===== config.mk =====
export PLATFORM = sky130hd
export DESIGN_NAME = dds_word_calc
export DESIGN_NICKNAME = d
export VERILOG_FILES = /design/src/rtl/dds_word_pkg.sv /design/src/rtl/dds_tune_state.sv /design/src/rtl/dds_serial_mul.sv /design/src/rtl/dds_word_calc.sv
export SDC_FILE = /design/constraint.sdc
export NUM_CORES = 1
export LEC_CHECK = 0
export BUFFER_PORTS_ARGS = -buffer_cell sky130_fd_sc_hd__buf_2
export CORE_MARGIN = 1
export CORE_UTILIZATION = 40
export DETAILED_ROUTE_END_ITERATION = 10
export GPL_TIMING_DRIVEN = 1
export SETUP_SLACK_MARGIN = 0.15
export SYNTH_ARGS = -nofsm -noshare
export SYNTH_HDL_FRONTEND = slang
export SYNTH_SLANG_ARGS = --single-unit

===== constraint.sdc =====
create_clock -name clk -period 5.5 [get_ports clk]
set_clock_uncertainty 0.2 [all_clocks]
set_input_delay 0.55 -clock clk [delete_from_list [all_inputs] [get_ports clk]]
set_output_delay 0.55 -clock clk [all_outputs]
set_load 0.02 [all_outputs]

===== src/rtl/dds_word_pkg.sv =====
package dds_word_pkg;
  typedef enum logic [2:0] {
    ACT_NONE,
    ACT_REFRESH,
    ACT_TX,
    ACT_CAL_UP,
    ACT_CAL_DN,
    ACT_UP,
    ACT_DN
  } dds_act_e;

  localparam logic [7:0] CTRL_BYTE_DIRECT = 8'h00;
  localparam logic [7:0] CTRL_BYTE_X6     = 8'h01;
endpackage


===== src/rtl/dds_tune_state.sv =====
module dds_tune_state
  import dds_word_pkg::*;
#(
  parameter int          W          = 32,
  parameter int unsigned RESET_FREQ = 7030000,
  parameter int unsigned UPPER      = 7200000,
  parameter int unsigned LOWER      = 7000000,
  parameter int unsigned STEP       = 10,
  parameter int unsigned TX_OFS     = 32'h200,
  parameter int unsigned K_INIT     = 32'h225C17D0,
  parameter int unsigned CAL_STEP   = 32'h10
) (
  input  logic         clk,
  input  logic         rst,
  input  logic         req_up,
  input  logic         req_dn,
  input  logic         req_cu,
  input  logic         req_cd,
  input  logic         tx_key,
  input  logic         hold,
  output logic [W-1:0] freq_q,
  output logic [W-1:0] kref_q,
  output logic         go
);
  localparam logic [W-1:0] STEP_V  = W'(STEP);
  localparam logic [W-1:0] UPPER_V = W'(UPPER);
  localparam logic [W-1:0] LOWER_V = W'(LOWER);
  localparam logic [W-1:0] TXO_V   = W'(TX_OFS);
  localparam logic [W-1:0] CAL_V   = W'(CAL_STEP);

  logic     pend_up, pend_dn, pend_cu, pend_cd, pend_init, tx_on;
  dds_act_e act;
  logic [W-1:0] freq_d, kref_d, sum_up, dif_dn;

  assign sum_up = freq_q + STEP_V;
  assign dif_dn = freq_q - STEP_V;

  always_comb begin
    act = ACT_NONE;
    if (!hold) begin
      if (tx_key != tx_on) act = ACT_TX;
      else if (pend_cu)    act = ACT_CAL_UP;
      else if (pend_cd)    act = ACT_CAL_DN;
      else if (pend_up)    act = ACT_UP;
      else if (pend_dn)    act = ACT_DN;
      else if (pend_init)  act = ACT_REFRESH;
    end
  end

  always_comb begin
    freq_d = freq_q;
    kref_d = kref_q;
    case (act)
      ACT_TX:     freq_d = tx_key ? (freq_q - TXO_V) : (freq_q + TXO_V);
      ACT_CAL_UP: kref_d = kref_q + CAL_V;
      ACT_CAL_DN: kref_d = kref_q - CAL_V;
      ACT_UP:     freq_d = (sum_up > UPPER_V) ? UPPER_V : sum_up;
      ACT_DN:     freq_d = (dif_dn[W-1] || (dif_dn < LOWER_V)) ? LOWER_V : dif_dn;
      default:    ;
    endcase
  end

  always_ff @(posedge clk) begin
    if (rst) begin
      freq_q    <= W'(RESET_FREQ);
      kref_q    <= W'(K_INIT);
      tx_on     <= 1'b0;
      pend_up   <= 1'b0;
      pend_dn   <= 1'b0;
      pend_cu   <= 1'b0;
      pend_cd   <= 1'b0;
      pend_init <= 1'b1;
      go        <= 1'b0;
    end else begin
      freq_q    <= freq_d;
      kref_q    <= kref_d;
      go        <= (act != ACT_NONE);
      if (act == ACT_TX) tx_on <= tx_key;
      pend_up   <= (pend_up && (act != ACT_UP))     || req_up;
      pend_dn   <= (pend_dn && (act != ACT_DN))     || req_dn;
      pend_cu   <= (pend_cu && (act != ACT_CAL_UP)) || req_cu;
      pend_cd   <= (pend_cd && (act != ACT_CAL_DN)) || req_cd;
      pend_init <= pend_init && (act == ACT_NONE);
    end
  end
endmodule


===== src/rtl/dds_serial_mul.sv =====
module dds_serial_mul #(
  parameter int W    = 32,
  parameter int FRAC = 24
) (
  input  logic         clk,
  input  logic         rst,
  input  logic         go,
  input  logic [W-1:0] mcand,
  input  logic [W-1:0] mplier,
  output logic         busy,
  output logic         done,
  output logic [W-1:0] word
);
  localparam int OFS   = W - FRAC;
  localparam int ACC_W = W + OFS;
  localparam int CW    = $clog2(W);

  logic [ACC_W-1:0] acc, addend;
  logic [ACC_W:0]   sum;
  logic [W-1:0]     mc, mp;
  logic [CW-1:0]    cnt;

  assign addend = mp[0] ? {mc, {OFS{1'b0}}} : '0;
  assign sum    = {1'b0, acc} + {1'b0, addend};

  always_ff @(posedge clk) begin
    if (rst) begin
      acc  <= '0;
      mc   <= '0;
      mp   <= '0;
      cnt  <= '0;
      busy <= 1'b0;
      done <= 1'b0;
      word <= '0;
    end else begin
      done <= 1'b0;
      if (go) begin
        acc  <= '0;
        mc   <= mcand;
        mp   <= mplier;
        cnt  <= '0;
        busy <= 1'b1;
      end else if (busy) begin
        acc <= sum[ACC_W:1];
        mp  <= mp >> 1;
        cnt <= cnt + 1'b1;
        if (cnt == CW'(W - 1)) begin
          busy <= 1'b0;
          done <= 1'b1;
          word <= sum[W:1];
        end
      end
    end
  end
endmodule


===== src/rtl/dds_word_calc.sv =====
module dds_word_calc
  import dds_word_pkg::*;
#(
  parameter int          W          = 32,
  parameter int          FRAC       = 24,
  parameter int unsigned RESET_FREQ = 7030000,
  parameter int unsigned UPPER      = 7200000,
  parameter int unsigned LOWER      = 7000000,
  parameter int unsigned STEP       = 10,
  parameter int unsigned TX_OFS     = 32'h200,
  parameter int unsigned K_INIT     = 32'h225C17D0,
  parameter int unsigned CAL_STEP   = 32'h10,
  parameter bit          X6_REF     = 1'b0
) (
  input  logic         clk,
  input  logic         rst,
  input  logic         step_up,
  input  logic         step_dn,
  input  logic         tx_key,
  input  logic         cal_up,
  input  logic         cal_dn,
  output logic [31:0]  freq_hz,
  output logic [39:0]  ctl_word,
  output logic         word_done,
  output logic         busy
);
  localparam logic [7:0] CTRL = X6_REF ? CTRL_BYTE_X6 : CTRL_BYTE_DIRECT;

  logic [W-1:0] freq_q, kref_q, word;
  logic         go, mul_busy, mul_done;

  dds_tune_state #(
    .W(W), .RESET_FREQ(RESET_FREQ), .UPPER(UPPER), .LOWER(LOWER),
    .STEP(STEP), .TX_OFS(TX_OFS), .K_INIT(K_INIT), .CAL_STEP(CAL_STEP)
  ) u_state (
    .clk(clk), .rst(rst),
    .req_up(step_up), .req_dn(step_dn), .req_cu(cal_up), .req_cd(cal_dn),
    .tx_key(tx_key), .hold(mul_busy | go),
    .freq_q(freq_q), .kref_q(kref_q), .go(go)
  );

  dds_serial_mul #(.W(W), .FRAC(FRAC)) u_mul (
    .clk(clk), .rst(rst), .go(go),
    .mcand(freq_q), .mplier(kref_q),
    .busy(mul_busy), .done(mul_done), .word(word)
  );

  assign freq_hz   = 32'(freq_q);
  assign ctl_word  = {CTRL, 32'(word)};
  assign word_done = mul_done;
  assign busy      = mul_busy;
endmodule


==> results of run 1 <==
[power breakdown]
part           leakage (nW)  switching, mW  internal (mW)
Clock                 0.414          0.642           1.05
Sequential             1.69          0.343           1.65
Combinational          4.13           1.10          0.748
[Yosys cell counts (6+ instances only)]
cell type / count / area [um^2]
sky130_fd_sc_hd__nand2_1: 168 / 631
sky130_fd_sc_hd__nand3_1: 49 / 245
sky130_fd_sc_hd__inv_1: 28 / 105
sky130_fd_sc_hd__a31oi_1: 25 / 156
sky130_fd_sc_hd__o31ai_1: 9 / 67.6
sky130_fd_sc_hd__or2_2: 10 / 62.6
sky130_fd_sc_hd__a31o_2: 7 / 61.3
sky130_fd_sc_hd__and3_1: 19 / 119
sky130_fd_sc_hd__a21o_1: 29 / 218
sky130_fd_sc_hd__ha_1: 83 / 1040
sky130_fd_sc_hd__nand4_1: 22 / 138
sky130_fd_sc_hd__o221ai_1: 6 / 52.6
sky130_fd_sc_hd__buf_2: 9 / 45.0
sky130_fd_sc_hd__xnor2_1: 55 / 482
sky130_fd_sc_hd__nor2b_1: 17 / 106
sky130_fd_sc_hd__and4_1: 7 / 61.3
sky130_fd_sc_hd__dfxtp_1: 207 / 4140
sky130_fd_sc_hd__a21oi_1: 146 / 731
sky130_fd_sc_hd__nor2_1: 225 / 845
sky130_fd_sc_hd__and2_1: 41 / 257
sky130_fd_sc_hd__o21ai_0: 75 / 375
sky130_fd_sc_hd__o211ai_1: 25 / 188
sky130_fd_sc_hd__clkbuf_1: 81 / 304
sky130_fd_sc_hd__buf_4: 10 / 75.1
sky130_fd_sc_hd__xor2_1: 27 / 236
sky130_fd_sc_hd__o31a_1: 6 / 52.6
sky130_fd_sc_hd__a21boi_0: 6 / 45.0
sky130_fd_sc_hd__or3_1: 19 / 119
sky130_fd_sc_hd__buf_1: 10 / 37.5
sky130_fd_sc_hd__a211oi_1: 21 / 158
sky130_fd_sc_hd__o21a_1: 18 / 135
sky130_fd_sc_hd__nor4_1: 11 / 68.8
sky130_fd_sc_hd__o2111ai_1: 6 / 52.6
sky130_fd_sc_hd__nor3_1: 51 / 255
sky130_fd_sc_hd__nand4b_1: 6 / 52.6
sky130_fd_sc_hd__mux2i_1: 91 / 911
sky130_fd_sc_hd__nand2b_1: 16 / 100
[placed cells by master, fill, tap and decap left out, types with 19 or more instances in the layout]
master                        n
sky130_fd_sc_hd__a211oi_1    21
sky130_fd_sc_hd__a21o_1      29
sky130_fd_sc_hd__a21oi_1    145
sky130_fd_sc_hd__a31oi_1     25
sky130_fd_sc_hd__and2_1      41
sky130_fd_sc_hd__and3_1      19
sky130_fd_sc_hd__buf_2       70
sky130_fd_sc_hd__buf_4       21
sky130_fd_sc_hd__clkbuf_16   25
sky130_fd_sc_hd__dfxtp_1    205
sky130_fd_sc_hd__ha_1        83
sky130_fd_sc_hd__inv_1       28
sky130_fd_sc_hd__mux2i_1     91
sky130_fd_sc_hd__nand2_1    168
sky130_fd_sc_hd__nand3_1     49
sky130_fd_sc_hd__nand4_1     22
sky130_fd_sc_hd__nor2_1     225
sky130_fd_sc_hd__nor3_1      50
sky130_fd_sc_hd__o211ai_1    25
sky130_fd_sc_hd__o21ai_0     75
sky130_fd_sc_hd__or3_1       19
sky130_fd_sc_hd__xnor2_1     55
sky130_fd_sc_hd__xor2_1      27
[worst max-delay path, delay by kind of cell, from the launching register on]
family | cells | cell delay, ns
AOI/OAI and AO/OA | 7 | 1.39
adders and majority gates | 1 | 0.37
buffers and inverters | 1 | 0.43
DFF | 1 | 0.60
muxes | 1 | 0.27
and+or+nand+nor | 6 | 1.42
[sequential cells by signal, indices dropped and copies added, names as in the netlist, 5 cells and up]
name,count
u_mul.acc,39
u_mul.cnt,5
u_mul.mc,31
u_mul.mp,32
u_mul.word,32
u_state.freq_q,31
u_state.kref_q,28
[worst paths after layout]
check | endpoint | from | slack [ns] | cells after the start
max reg2reg | u_state.kref_q[31]$_SDFFE_PP0P_ | u_state.go$_SDFF_PP0_ | 0.65 | 16
min | u_state.pend_cu$_SDFF_PP0_ | cal_up | 0.07 | 3
max | u_state.kref_q[31]$_SDFFE_PP0P_ | u_state.go$_SDFF_PP0_ | 0.65 | 16
min reg2reg | u_mul.word[3]$_SDFFE_PP0P_ | u_mul.word[3]$_SDFFE_PP0P_ | 0.25 | 2
[area by class of cell]
| class | instances | area, um^2 | share of cell area (%) |
|---|---|---|---|
| Tap cell | 448 | 561 | 3.72 |
| Timing Repair Buffer | 91 | 508 | 3.37 |
| Inverter | 30 | 113 | 0.747 |
| Multi-Input combinational cell | 1393 | 8910 | 59.1 |
| Clock inverter | 8 | 118 | 0.780 |
| Clock buffer | 35 | 723 | 4.80 |
| Sequential cell | 207 | 4150 | 27.5 |
[metal layers]
layer  GRT usage (%)  routed length [um]  share of wire, %  vias to the layer above
met5               0                   0                 0                        -
met2            35.7               17100                46                      259
li1                -                   -                 -                     6261
met1            28.1               17800                47                     5888
met4            5.26                 783               2.1                        0
met3            3.14                1860               4.9                       50
[stage by stage]
step                      cell area [um^2]  std cells  worst slack [ns]  hold slack (ns)
final                                15100       2212             0.646           0.0681
after CTS                            15100       2212             0.587           0.0522
after floorplan                      13700       1744             0.750            0.231
after detailed placement             14200       2169             0.320            0.246
after global placement               14200       2169             0.403            0.241
after global routing                 15100       2212             0.253           0.0656
[kinds of logic (layout without fill, tap and decap cells)]
family / Yosys count / in the layout / synth area share (%)
fa+ha+maj: 85 / 85 / 7.91
flops: 207 / 207 / 30.4
xor+xnor: 83 / 83 / 5.39
buf+inv: 144 / 164 / 4.54
simple gates: 681 / 681 / 23.9
other cells: 1 / 9 / 0.0275
mux: 93 / 93 / 6.85
compound gates: 442 / 442 / 21.0
==> results.env, run 1 <==
RUN_STATUS='finished clean'
MAX_CLOCK_FREQ_MHz=206
SLOWEST_DELAY_NS=0.66
POSTCTSRESIZEDCELLS=0
CLOCK_TREE.HTREE_LEVEL_COUNT=1
CPMAXSTAGEDELAYCELL='sky130_fd_sc_hd__or4b_2'
TRACK_USAGE_PCT=21.1
PLACEMENT_ROWS=67
TOP_LEVEL_PORTS=81
CONGESTION_OVERFLOW_GR=0
LAYOUT.FILLER_CELLS=3426
FINAL-SETUP-VIOL-COUNT=0
REMAINING_ANTENNA_VIOLATION_COUNT_AFTER_ROUTING=0
DRTPASS1ITERATIONS=5
HPWLAFTERDP_MM=27.0
DRT_ITER0_MARKERS=737
PEAKVDDDROP_mV=0.210
PATH_CELLS='nor3_1 -> o21a_1 -> nor3_1 -> nand3b_1 -> inv_1 -> ha_1 -> a21o_1 -> a21oi_1 -> or4b_2 -> nand3_1 -> a31o_2 -> a311oi_1 -> a211oi_1 -> mux2i_1 -> o21a_1 -> nor3_1'
POST_DRT_VIA_CELL_RATIO=5.63
TOTAL_LEAKAGE_POWER_nW=6.23
AREA_GROW_SYN2LAYOUT_PCT=10.6
REPORT.FINAL.SLEW_VIOL_COUNT=0
TOTALPOWERFINAL_mW=5.53
ARRIVAL_NS=5.03
GRT_PASS1_VIAS=11860
CORE_UM2=33500
TOTALWIRELENGTH_MM=37.6
PERIOD_SHARE_PCT=88.3
FINAL_UTIL_PCT=45.0
ROUTE.DETAILED.WL_PER_INST_UM=17.0
GRT_PASS1_WL_MM=61.7
WORST_SLEW_MARGIN_REL_PCT=33.0
SYNTH_CELL_TYPE_COUNT=84
INITIAL_UTILIZATION_PCT=40.7
WORST-SETUP-PATH-TYPE='register to register'
SYN_STD_CELL_AREA_UM2=13600
DRIVE_ABOVE_1_SHARE_PCT=9.69
GRT_ANTENNA_BEFORE_REPAIR=0
DIE-AREA_UM2=34800
DETAILROUTE.VIA_COUNT=12458
MAXIMUM_NUMBER_OF_PINS_ON_ONE_NET_BEFORE_GLOBAL_ROUTE_REPAIR=74
SYNTH_SEQ_CELLS=207
FINAL_PERIOD_MINUS_WORST_SETUP_SLACK_NS=4.85
SYNTHCELLS=1736
SYNTHARSTFLOPSHARE_PCT=0
DIE_X_UM=187
MAX_SLEW.WORST_PIN.SLEW_NS=1.00
YOSYSWARNINGS=0
NUM_ANTENNA_CELLS=0
WORSTSETUPSTARTPOINTTYPE='register'
CTS_INSERTED_BUFFERS=24
FINALHOLDVIOLCOUNT=0
SYNTH_EDF_COUNT=0
CRITICAL-PATH-TOP-CELL-BY-COUNT='sky130_fd_sc_hd__nor3_1'
TRITONCTS_CLOCK_TREE='yes'
CAP_VIOLATIONS=0
BUFFER_PORTS.INSERTED=71
GRT_SETUP_UNREPAIRED='no'
REMAINING_DRC_ERRORS=0
WORSTHOLDPATHTYPE='input port to register'
FINISH.NET_COUNT=1839
CLK_PATH_BUF_DEPTH=3
CLKLATENCYLATEPIN_NS=0.53
CLOCK-ROOT-BUFFER='sky130_fd_sc_hd__clkbuf_16'
FIN_SETUP_TNS_NS=0
WORST_PATH_REQUIRED_TIME_NS=5.67
POWER_DENSITY_CELLS_nW_PER_UM2=367
GLOBALPLACE.CONGESTION=0.914
DIE_HEIGHT_UM=187
CTS_SETUP_BUFFERS=0
MEAN_CELL_AREA_OF_THE_MAPPED_NETLIST_UM2=7.85
SYNTH_TOP_FLOP_CELL='sky130_fd_sc_hd__dfxtp_1'
CTS.SINK_COUNT=207
LARGEST_DRIVER_FANOUT_ON_THE_CRITICAL_PATH=37
WORST_SETUP_PATH_END_KIND='register'
CTS.CLK_SLEW.WORST_PATHS_NS=0.06
CTS_HOLD_REPAIR.BUFFERS=0
SYNTH_SEQUENTIAL_AREA_RATIO_PCT=30.4
No activity file was read; power rests on OpenSTA's default activity.
==> run 2, diff against run 1 <==
--- a/config.mk
+++ b/config.mk
@@ -5,9 +5,10 @@
 export SDC_FILE = /design/constraint.sdc
 export NUM_CORES = 1
 export LEC_CHECK = 0
+export ABC_AREA = 1
 export BUFFER_PORTS_ARGS = -buffer_cell sky130_fd_sc_hd__buf_2
 export CORE_MARGIN = 1
-export CORE_UTILIZATION = 40
+export CORE_UTILIZATION = 45
 export DETAILED_ROUTE_END_ITERATION = 10
 export GPL_TIMING_DRIVEN = 1
 export SETUP_SLACK_MARGIN = 0.15
==> run 2 against run 1 <==
  * Routed wire length increased by 9.6%
  * Combinational power rose by 100%
  * Die area is 4.6% lower
  * Worst setup slack better by 1.1 ns
  * Critical path type unchanged
  * Largest cell class unchanged
  * Largest power group is now combinational logic
==> results.env, run 2 <==
CTS_INSERTED_BUFFERS=25  # was 24
INITIAL_UTILIZATION_PCT=46.0  # was 40.7%
FINAL_UTIL_PCT=50.7  # was 45.0%
GRT_SETUP_UNREPAIRED='no'  # unchanged
FINALHOLDVIOLCOUNT=0  # unchanged
GRT_PASS1_VIAS=13441  # was 11860
CTS.CLK_SLEW.WORST_PATHS_NS=0.06  # about the same
AREA_GROW_SYN2LAYOUT_PCT=10.2  # was 10.6%
DIE_X_UM=182  # was 187 um
LAYOUT.CELLS.NON_FILLER=2783  # was 2212
WORST-SETUP-PATH-TYPE='register to register'  # unchanged
MAXIMUM_NUMBER_OF_PINS_ON_ONE_NET_BEFORE_GLOBAL_ROUTE_REPAIR=78  # was 74
ARRIVAL_NS=4.03  # was 5.03 ns
SYNTH_SEQ_CELLS=207  # unchanged
TOTALPOWERFINAL_mW=7.75  # was 5.53 mW
CTS_SETUP_BUFFERS=0  # unchanged
MAX_SLEW.WORST_PIN.SLEW_NS=1.21  # was 1.00 ns
CRITICAL_PATH_DEPTH=18  # was 16
SYNTHCELLS=2305  # was 1736
CLK_PATH_BUF_DEPTH=3  # unchanged
FINAL-SETUP-VIOL-COUNT=0  # unchanged
FIN_SETUP_TNS_NS=0  # unchanged
TRACK_USAGE_PCT=24.7  # was 21.1%
HPWLAFTERDP_MM=31.2  # was 27.0 mm
SYNTH_SIMPLE_GATE_AREA_SHARE_PCT=27.7  # was 23.9%
DRT_ITER0_MARKERS=1052  # was 737
CTS.SINK_COUNT=207  # unchanged
TRITONCTS_CLOCK_TREE='yes'  # unchanged
PLACED_CELLS=2736  # was 2169
CLOCK_TREE.HTREE_LEVEL_COUNT=1  # unchanged
REMAINING_ANTENNA_VIOLATION_COUNT_AFTER_ROUTING=0  # unchanged
DIE_HEIGHT_UM=182  # was 187 um
SYNTH_CELL_TYPE_COUNT=43  # was 84
SYNTH_TOP_FAMILY_BY_AREA='simple AND/OR/NAND/NOR gates'  # unchanged
GRT_ANTENNA_BEFORE_REPAIR=1  # was 0
SYNTHARSTFLOPSHARE_PCT=0  # unchanged
SYNTH-XOR-AREA-SHARE_PCT=4.19  # was 5.39%
CRITICAL-PATH-TOP-CELL-BY-COUNT='sky130_fd_sc_hd__inv_1'  # was sky130_fd_sc_hd__nor3_1
PATH_CELLS='nor2_2 -> nand2_1 -> inv_1 -> nand3_1 -> nor2_2 -> inv_1 -> fa_1 -> inv_1 -> nand3_1 -> nand2_1 -> a21oi_1 -> o21ai_0 -> a21boi_0 -> o21bai_1 -> a21oi_1 -> xnor2_1 -> o21bai_1 -> inv_1'  # was nor3_1 -> o21a_1 -> nor3_1 -> nand3b_1 -> inv_1 -> ha_1 -> a21o_1 -> a21oi_1 -> or4b_2 -> nand3_1 -> a31o_2 -> a311oi_1 -> a211oi_1 -> mux2i_1 -> o21a_1 -> nor3_1
REMAINING_DRC_ERRORS=0  # unchanged
RUN_STATUS='finished clean'  # unchanged
MOST_COMMON_CELL_AFTER_LAYOUT_FILL_AND_TAPS_ASIDE='sky130_fd_sc_hd__nand2_1'  # was sky130_fd_sc_hd__nor2_1
POST_DRT_VIA_CELL_RATIO=5.21  # was 5.63
FINAL_PERIOD_MINUS_WORST_SETUP_SLACK_NS=3.78  # was 4.85 ns
TOTAL_LEAKAGE_POWER_nW=8.28  # was 6.23 nW
CLKLATENCYLATEPIN_NS=0.55  # was 0.53 ns
CPMAXSTAGEDELAYCELL='sky130_fd_sc_hd__nor2_2'  # was sky130_fd_sc_hd__or4b_2
DRTPASS1ITERATIONS=7  # was 5
CAP_VIOLATIONS=0  # unchanged
WORST_PATH_REQUIRED_TIME_NS=5.75  # was 5.67 ns
SYNTH_EDF_COUNT=0  # unchanged
YOSYSWARNINGS=0  # unchanged
SYNTH_COMMONEST_CELLS='sky130_fd_sc_hd__nand2_1 (495), sky130_fd_sc_hd__inv_1 (319), sky130_fd_sc_hd__nor2_1 (251)'  # was sky130_fd_sc_hd__nor2_1 (225), sky130_fd_sc_hd__dfxtp_1 (207), sky130_fd_sc_hd__nand2_1 (168)
WORSTSETUPSTARTPOINTTYPE='register'  # unchanged
CP_NUM_BUF_INV=4  # was 1
WORST_SETUP_PATH_END_KIND='register'  # unchanged
PEAKVDDDROP_mV=0.313  # was 0.210 mV
WORSTHOLDPATHTYPE='input port to register'  # unchanged
MAX_CLOCK_FREQ_MHz=265  # was 206 MHz
DETAILROUTE.VIA_COUNT=14495  # was 12458
FINISH.NET_COUNT=2422  # was 1839
YOSYSTOPAREACELL='sky130_fd_sc_hd__dfxtp_1'  # unchanged
REGISTER_RANKED_FIRST_BY_FLIP_FLOP_COUNT='u_mul.acc'  # unchanged
CRIT_FAMILY='compound AO/OA/AOI/OAI gates'  # was simple AND/OR/NAND/NOR gates
BUFFER_PORTS.INSERTED=71  # unchanged
FRACTION_OF_THE_MAPPED_NETLIST_AREA_IN_COMPOUND_GATES_PCT=20.9  # was 21.0%
SYNTH_TOP_FLOP_CELL='sky130_fd_sc_hd__dfxtp_1'  # unchanged
ROUTE.DETAILED.WL_PER_INST_UM=14.8  # was 17.0 um
WORST_R2R_ENDPOINT='u_state.kref_q[24]$_SDFFE_PP0P_'  # was u_state.kref_q[31]$_SDFFE_PP0P_
FRACTION_OF_SYNTHESIZED_AREA_IN_MULTIPLEXERS_PCT=0  # was 6.85%
WORST_R2R_STARTPOINT='u_mul.busy$_SDFF_PP0_'  # was u_state.go$_SDFF_PP0_
DRIVE_ABOVE_1_SHARE_PCT=7.62  # was 9.69%
NETLIST.AREA_LEADER.SHARE_PCT=28.3  # was 30.4%
POWER_DENSITY_CELLS_nW_PER_UM2=481  # was 367 nW/um^2
POST_SYNTH_MAIN_AREA_CONTRIBUTORS='sky130_fd_sc_hd__dfxtp_1 (28%), sky130_fd_sc_hd__nand2_1 (13%), sky130_fd_sc_hd__o21ai_0 (8.2%)'  # was sky130_fd_sc_hd__dfxtp_1 (30%), sky130_fd_sc_hd__ha_1 (7.6%), sky130_fd_sc_hd__mux2i_1 (6.7%)
REG2REGPATHDEPTH=18  # was 16
PLACEMENT_ROWS=65  # was 67
YOSYSMOSTFREQUENTCELL='sky130_fd_sc_hd__nand2_1'  # was sky130_fd_sc_hd__nor2_1
REPORT.FINAL.SLEW_VIOL_COUNT=0  # unchanged
CONGESTION_OVERFLOW_GR=0  # unchanged
TOTALWIRELENGTH_MM=41.2  # was 37.6 mm
R2R_SLACK_NS=1.72  # was 0.65 ns
DIE-AREA_UM2=33200  # was 34800 um^2
FINALHOLDWORSTSLACK_NS=0.0331  # was 0.0681 ns
SYNTH_FA_HA_AREA_SHARE_PCT=7.37  # was 7.91%
MOST_FREQUENT_CELLS_IN_THE_LAYOUT='sky130_fd_sc_hd__nand2_1 (495), sky130_fd_sc_hd__inv_1 (317), sky130_fd_sc_hd__nor2_1 (249)'  # was sky130_fd_sc_hd__nor2_1 (225), sky130_fd_sc_hd__dfxtp_1 (205), sky130_fd_sc_hd__nand2_1 (168)
SYNTH_SEQUENTIAL_AREA_RATIO_PCT=28.3  # was 30.4%
GRT_PASS1_WL_MM=67.5  # was 61.7 mm
WORST_SLEW_MARGIN_REL_PCT=19.4  # was 33.0%
LARGEST_DRIVER_FANOUT_ON_THE_CRITICAL_PATH=10  # was 37
NUM_ANTENNA_CELLS=0  # unchanged
LARGEST_REGISTER_FFS=39  # unchanged
SLOWEST_DELAY_NS=0.42  # was 0.66 ns
MEAN_CELL_AREA_OF_THE_MAPPED_NETLIST_UM2=6.35  # was 7.85 um^2
TOP_LEVEL_PORTS=81  # unchanged
PERIOD_SHARE_PCT=68.7  # was 88.3%
TOP_FLOP_REGS='u_mul.acc x39, u_mul.mp x32, u_mul.word x32'  # unchanged
CLOCK-ROOT-BUFFER='sky130_fd_sc_hd__clkbuf_16'  # unchanged
CORE_UM2=31800  # was 33500 um^2
SYN_STD_CELL_AREA_UM2=14600  # was 13600 um^2
STARTPOINT='u_mul.busy$_SDFF_PP0_'  # was u_state.go$_SDFF_PP0_
CRITICAL_PATH.ENDPOINT='u_state.kref_q[24]$_SDFFE_PP0P_'  # was u_state.kref_q[31]$_SDFFE_PP0P_
GLOBALPLACE.CONGESTION=0.948  # was 0.914
-- run 2: cell count changes after synthesis, moves of 24 or more --
cell / before / now
sky130_fd_sc_hd__nand2_1: 168 / 495
sky130_fd_sc_hd__nor3_1: 51 / 20
sky130_fd_sc_hd__xor2_1: 27 / 51
sky130_fd_sc_hd__and2_1: 41 / 1
sky130_fd_sc_hd__a21oi_1: 146 / 182
sky130_fd_sc_hd__mux2i_1: 91 / 0
sky130_fd_sc_hd__nand3_1: 49 / 122
sky130_fd_sc_hd__o21ai_0: 75 / 241
sky130_fd_sc_hd__o21bai_1: 4 / 34
sky130_fd_sc_hd__nor2_1: 225 / 251
sky130_fd_sc_hd__xnor2_1: 55 / 19
sky130_fd_sc_hd__inv_1: 28 / 319
-- run 2: cell families after synthesis --
family / after synthesis
buf+inv: 428
fa+ha+maj: 85
simple gates: 963
flops: 207
compound gates: 551
other cells: 1
xor+xnor: 70
-- run 2: per-stage QoR --
step	worst slack, ns	cell area (um^2)
4_1_cts	1.68	16100
5_1_grt	1.40	16100
3_5_place_dp	1.41	15200
2_1_floorplan	1.09	14700
3_3_place_gp	1.47	15200
6_report	1.72	16100
-- run 2: repair_timing --
item                                   in CTS  in global routing
gates resized for setup                     0                  0
endpoints found under the hold margin       2                  0
hold buffers                                2                  0
-- run 2: cell type report --
| class | count | area [um^2] |
|---|---|---|
| fill | 3367 | 15700 |
| clock inverter | 15 | 160 |
| multi-input combinational | 1678 | 8840 |
| sequential | 207 | 4150 |
| inverter | 327 | 1230 |
| timing repair buffer | 91 | 510 |
| clock buffer | 30 | 694 |
| tap | 435 | 544 |
-- run 2: worst register-to-register path: cells and delay by family (launching register included) --
| kind | cells | cell delay [ns] |
|---|---|---|
| compound gates | 6 | 1.12 |
| buf+inv | 4 | 0.43 |
| xor+xnor | 1 | 0.13 |
| simple gates | 6 | 1.11 |
| fa+ha+maj | 1 | 0.38 |
| flops | 1 | 0.32 |
-- run 2: layer usage --
metal,global-route usage [%],vias up,part of all wire [%]
met2,41.7,333,46
li1,-,7548,-
met3,3.27,79,4.3
met4,7.46,0,2.9
met1,32.8,6535,47
met5,0,-,0
-- run 2: worst min-delay path by stage --
stage | from | end | slack [ns] | depth (start not counted)
after floorplan | u_mul.mp[2]$_SDFFE_PP0P_ | u_mul.mp[1]$_SDFFE_PP0P_ | 0.23 | 2
after global placement | u_mul.mp[2]$_SDFFE_PP0P_ | u_mul.mp[2]$_SDFFE_PP0P_ | 0.24 | 2
after detailed placement | u_mul.mp[2]$_SDFFE_PP0P_ | u_mul.mp[2]$_SDFFE_PP0P_ | 0.25 | 2
after CTS | cal_dn | u_state.pend_cd$_SDFF_PP0_ | 0.01 | 3
after global routing | cal_up | u_state.pend_cu$_SDFF_PP0_ | 0.04 | 3
final | cal_up | u_state.pend_cu$_SDFF_PP0_ | 0.03 | 3
-- run 2: report_power, final --
| group | internal [mW] | switching, mW |
|---|---|---|
| clock | 1.00 | 0.691 |
| combinational | 1.25 | 2.46 |
| sequential | 1.90 | 0.457 |
| total | 4.14 | 3.61 |
==> run 3, diff against run 2 <==
==> constraint.sdc (replaced) <==
create_clock -name clk -period 3.4 [get_ports clk]
set_clock_uncertainty 0.2 [all_clocks]
set_input_delay 0.34 -clock clk [delete_from_list [all_inputs] [get_ports clk]]
set_output_delay 0.34 -clock clk [all_outputs]
set_load 0.02 [all_outputs]
==> run 3 against run 2 <==
  * Global-route usage increased by 1.2 points
  * Routed wire length increased by 5.4%
  * Combinational power increased by 85%
  * Critical path depth decreased by 1
==> results.env, run 3 (same netlist as run 2, synthesis figures left out) <==
RUN_STATUS='finished clean'  # unchanged
R2R_SLACK_NS=0.37  # was 1.72 ns
DRIVE_ABOVE_1_SHARE_PCT=12.3  # was 7.62%
WORST_PATH_REQUIRED_TIME_NS=3.62  # was 5.75 ns
LARGEST_REGISTER_FFS=39  # unchanged
REG2REGPATHDEPTH=17  # was 18
GRT_PASS1_VIAS=13756  # was 13441
WORST_R2R_ENDPOINT='u_state.freq_q[21]$_SDFFE_PP1N_'  # was u_state.kref_q[24]$_SDFFE_PP0P_
CTS.CLK_SLEW.WORST_PATHS_NS=0.06  # about the same
FIN_SETUP_TNS_NS=0  # unchanged
PERIOD_SHARE_PCT=89.3  # was 68.7%
GLOBALPLACE.CONGESTION=0.931  # was 0.948
GRT_SETUP_UNREPAIRED='no'  # unchanged
BUFFER_PORTS.INSERTED=71  # unchanged
FINAL_PERIOD_MINUS_WORST_SETUP_SLACK_NS=3.03  # was 3.78 ns
DRTPASS1ITERATIONS=8  # was 7
LARGEST_DRIVER_FANOUT_ON_THE_CRITICAL_PATH=9  # was 10
CLK_PATH_BUF_DEPTH=3  # unchanged
GRT_ANTENNA_BEFORE_REPAIR=1  # unchanged
NUM_ANTENNA_CELLS=0  # unchanged
POST_DRT_VIA_CELL_RATIO=5.17  # was 5.21
ROUTE.DETAILED.WL_PER_INST_UM=15.2  # was 14.8 um
DIE_X_UM=182  # unchanged
CORE_UM2=31800  # unchanged
FINALHOLDVIOLCOUNT=0  # unchanged
HPWLAFTERDP_MM=33.0  # was 31.2 mm
REPORT.FINAL.SLEW_VIOL_COUNT=0  # unchanged
MOST_COMMON_CELL_AFTER_LAYOUT_FILL_AND_TAPS_ASIDE='sky130_fd_sc_hd__nand2_1'  # unchanged
TRITONCTS_CLOCK_TREE='yes'  # unchanged
DETAILEDPLACE.WORSTSLACK_NS=0.0524  # was 1.41 ns
WORST_R2R_STARTPOINT='u_state.freq_q[2]$_SDFFE_PP0P_'  # was u_mul.busy$_SDFF_PP0_
CLKLATENCYLATEPIN_NS=0.54  # was 0.55 ns
REMAINING_DRC_ERRORS=0  # unchanged
MAX_CLOCK_FREQ_MHz=330  # was 265 MHz
TOTALPOWERFINAL_mW=13.2  # was 7.75 mW
CTS.SINK_COUNT=207  # unchanged
WORST_SLEW_MARGIN_REL_PCT=41.0  # was 19.4%
POWER_DENSITY_CELLS_nW_PER_UM2=781  # was 481 nW/um^2
WORST-SETUP-PATH-TYPE='register to register'  # unchanged
PEAKVDDDROP_mV=0.488  # was 0.313 mV
TRACK_USAGE_PCT=25.9  # was 24.7%
PLACEMENT_ROWS=65  # unchanged
WORST_SETUP_PATH_END_KIND='register'  # unchanged
TOTALWIRELENGTH_MM=43.4  # was 41.2 mm
TOP_FLOP_REGS='u_mul.acc x39, u_mul.mp x32, u_mul.word x32'  # unchanged
STARTPOINT='u_state.freq_q[2]$_SDFFE_PP0P_'  # was u_mul.busy$_SDFF_PP0_
FINAL-SETUP-VIOL-COUNT=0  # unchanged
CLOCK-ROOT-BUFFER='sky130_fd_sc_hd__clkbuf_16'  # unchanged
CTS_INSERTED_BUFFERS=25  # unchanged
FINAL_CRITICAL_PATH_SETUP_SLACK_NS=0.365  # was 1.72 ns
TOP_LEVEL_PORTS=81  # unchanged
DETAILROUTE.VIA_COUNT=14775  # was 14495
REMAINING_ANTENNA_VIOLATION_COUNT_AFTER_ROUTING=0  # unchanged
REGISTER_RANKED_FIRST_BY_FLIP_FLOP_COUNT='u_mul.acc'  # unchanged
INITIAL_UTILIZATION_PCT=46.0  # unchanged
MAX_SLEW.WORST_PIN.SLEW_NS=0.880  # was 1.21 ns
DRT_ITER0_MARKERS=1007  # was 1052
GRT_PASS1_WL_MM=70.8  # was 67.5 mm
DIE-AREA_UM2=33200  # unchanged
DIE_HEIGHT_UM=182  # unchanged
AREA_GROW_SYN2LAYOUT_PCT=15.9  # was 10.2%
MIN-DELAY-START='rst'  # was cal_up
CAP_VIOLATIONS=0  # unchanged
CLOCK_TREE.HTREE_LEVEL_COUNT=1  # unchanged
FINISH.NET_COUNT=2500  # was 2422
MAXIMUM_NUMBER_OF_PINS_ON_ONE_NET_BEFORE_GLOBAL_ROUTE_REPAIR=78  # unchanged
ARRIVAL_NS=3.26  # was 4.03 ns
WORSTHOLDPATHTYPE='input port to register'  # unchanged
TOTAL_LEAKAGE_POWER_nW=8.69  # was 8.28 nW
WORSTSETUPSTARTPOINTTYPE='register'  # unchanged
FINAL_UTIL_PCT=53.3  # was 50.7%
CONGESTION_OVERFLOW_GR=0  # unchanged
CRITICAL_PATH.ENDPOINT='u_state.freq_q[21]$_SDFFE_PP1N_'  # was u_state.kref_q[24]$_SDFFE_PP0P_
MOST_FREQUENT_CELLS_IN_THE_LAYOUT='sky130_fd_sc_hd__nand2_1 (491), sky130_fd_sc_hd__inv_1 (313), sky130_fd_sc_hd__nor2_1 (242)'  # was sky130_fd_sc_hd__nand2_1 (495), sky130_fd_sc_hd__inv_1 (317), sky130_fd_sc_hd__nor2_1 (249)
-- run 3: changes by cell type in the layout (fill, tap and decap cells not counted), moves of 7 or more --
cell,previous run,this run
sky130_fd_sc_hd__dfxtp_2,2,10
sky130_fd_sc_hd__dfxtp_1,205,196
sky130_fd_sc_hd__a21oi_1,182,174
sky130_fd_sc_hd__a21oi_2,0,8
sky130_fd_sc_hd__buf_4,18,88
sky130_fd_sc_hd__nor2_1,249,242
-- run 3: per-stage QoR --
| step | instances | hold WS, ns | area [um^2] |
|---|---|---|---|
| after floorplan | 2313 | 0.234 | 14700 |
| after global placement | 2795 | 0.242 | 15800 |
| after detailed placement | 2795 | 0.248 | 15800 |
| after CTS | 2842 | 0.0790 | 16600 |
| after global routing | 2859 | 0.0958 | 17000 |
| final | 2859 | 0.101 | 17000 |
-- run 3: worst min path at each step --
stage	endpoint	slack (ns)	depth (start not counted)
finish	u_state.pend_cu$_SDFF_PP0_	0.10	2
floorplan	u_mul.mp[1]$_SDFFE_PP0P_	0.23	2
detailed placement	u_mul.mp[2]$_SDFFE_PP0P_	0.25	2
global route	u_state.pend_cu$_SDFF_PP0_	0.1	2
global placement	u_mul.mp[1]$_SDFFE_PP0P_	0.24	2
CTS	u_state.pend_up$_SDFF_PP0_	0.08	2
-- run 3: power by group --
| group | total, mW | switching [mW] | internal (mW) |
|---|---|---|---|
| Sequential | 3.79 | 0.710 | 3.08 |
| Clock | 2.61 | 1.10 | 1.51 |
| Combinational | 6.85 | 4.29 | 2.56 |
-- run 3: cell type report --
type | count | area (um^2)
sequential | 207 | 4160
clock inverter | 12 | 106
tap | 435 | 544
inverter | 327 | 1230
multi-input combinational | 1678 | 9050
fill | 3285 | 14800
timing repair buffer | 169 | 1170
clock buffer | 31 | 688
-- run 3: what timing repair did --
action                     CTS  global route
hold buffers                 4             0
hold endpoints to repair     4             0
gates resized for setup      0            47
buffers inserted             0            16
setup endpoints to repair    0            55
-- run 3: per-layer routing --
| metal | share of wire [%] | global-route usage, % |
|---|---|---|
| met4 | 2.5 | 6.79 |
| met5 | 0 | 0 |
| met3 | 3.6 | 2.45 |
| met2 | 46 | 44.6 |
| met1 | 47 | 34.6 |
-- run 3: critical path, stage by stage, from the launching register on --
cell	delay (ns)
sky130_fd_sc_hd__dfxtp_1	0.37
sky130_fd_sc_hd__ha_1	0.22
sky130_fd_sc_hd__inv_1	0.06
sky130_fd_sc_hd__nand2_1	0.10
sky130_fd_sc_hd__nand2_1	0.19
sky130_fd_sc_hd__inv_2	0.11
sky130_fd_sc_hd__nand2_1	0.16
sky130_fd_sc_hd__nand2_1	0.07
sky130_fd_sc_hd__nand2_1	0.16
sky130_fd_sc_hd__nand2_1	0.08
sky130_fd_sc_hd__nor3_1	0.21
sky130_fd_sc_hd__nand3_1	0.15
sky130_fd_sc_hd__nor2_1	0.12
sky130_fd_sc_hd__nand3_1	0.12
sky130_fd_sc_hd__nand2_4	0.17
sky130_fd_sc_hd__nand2_1	0.09
sky130_fd_sc_hd__a21oi_1	0.25
sky130_fd_sc_hd__nand2_1	0.10
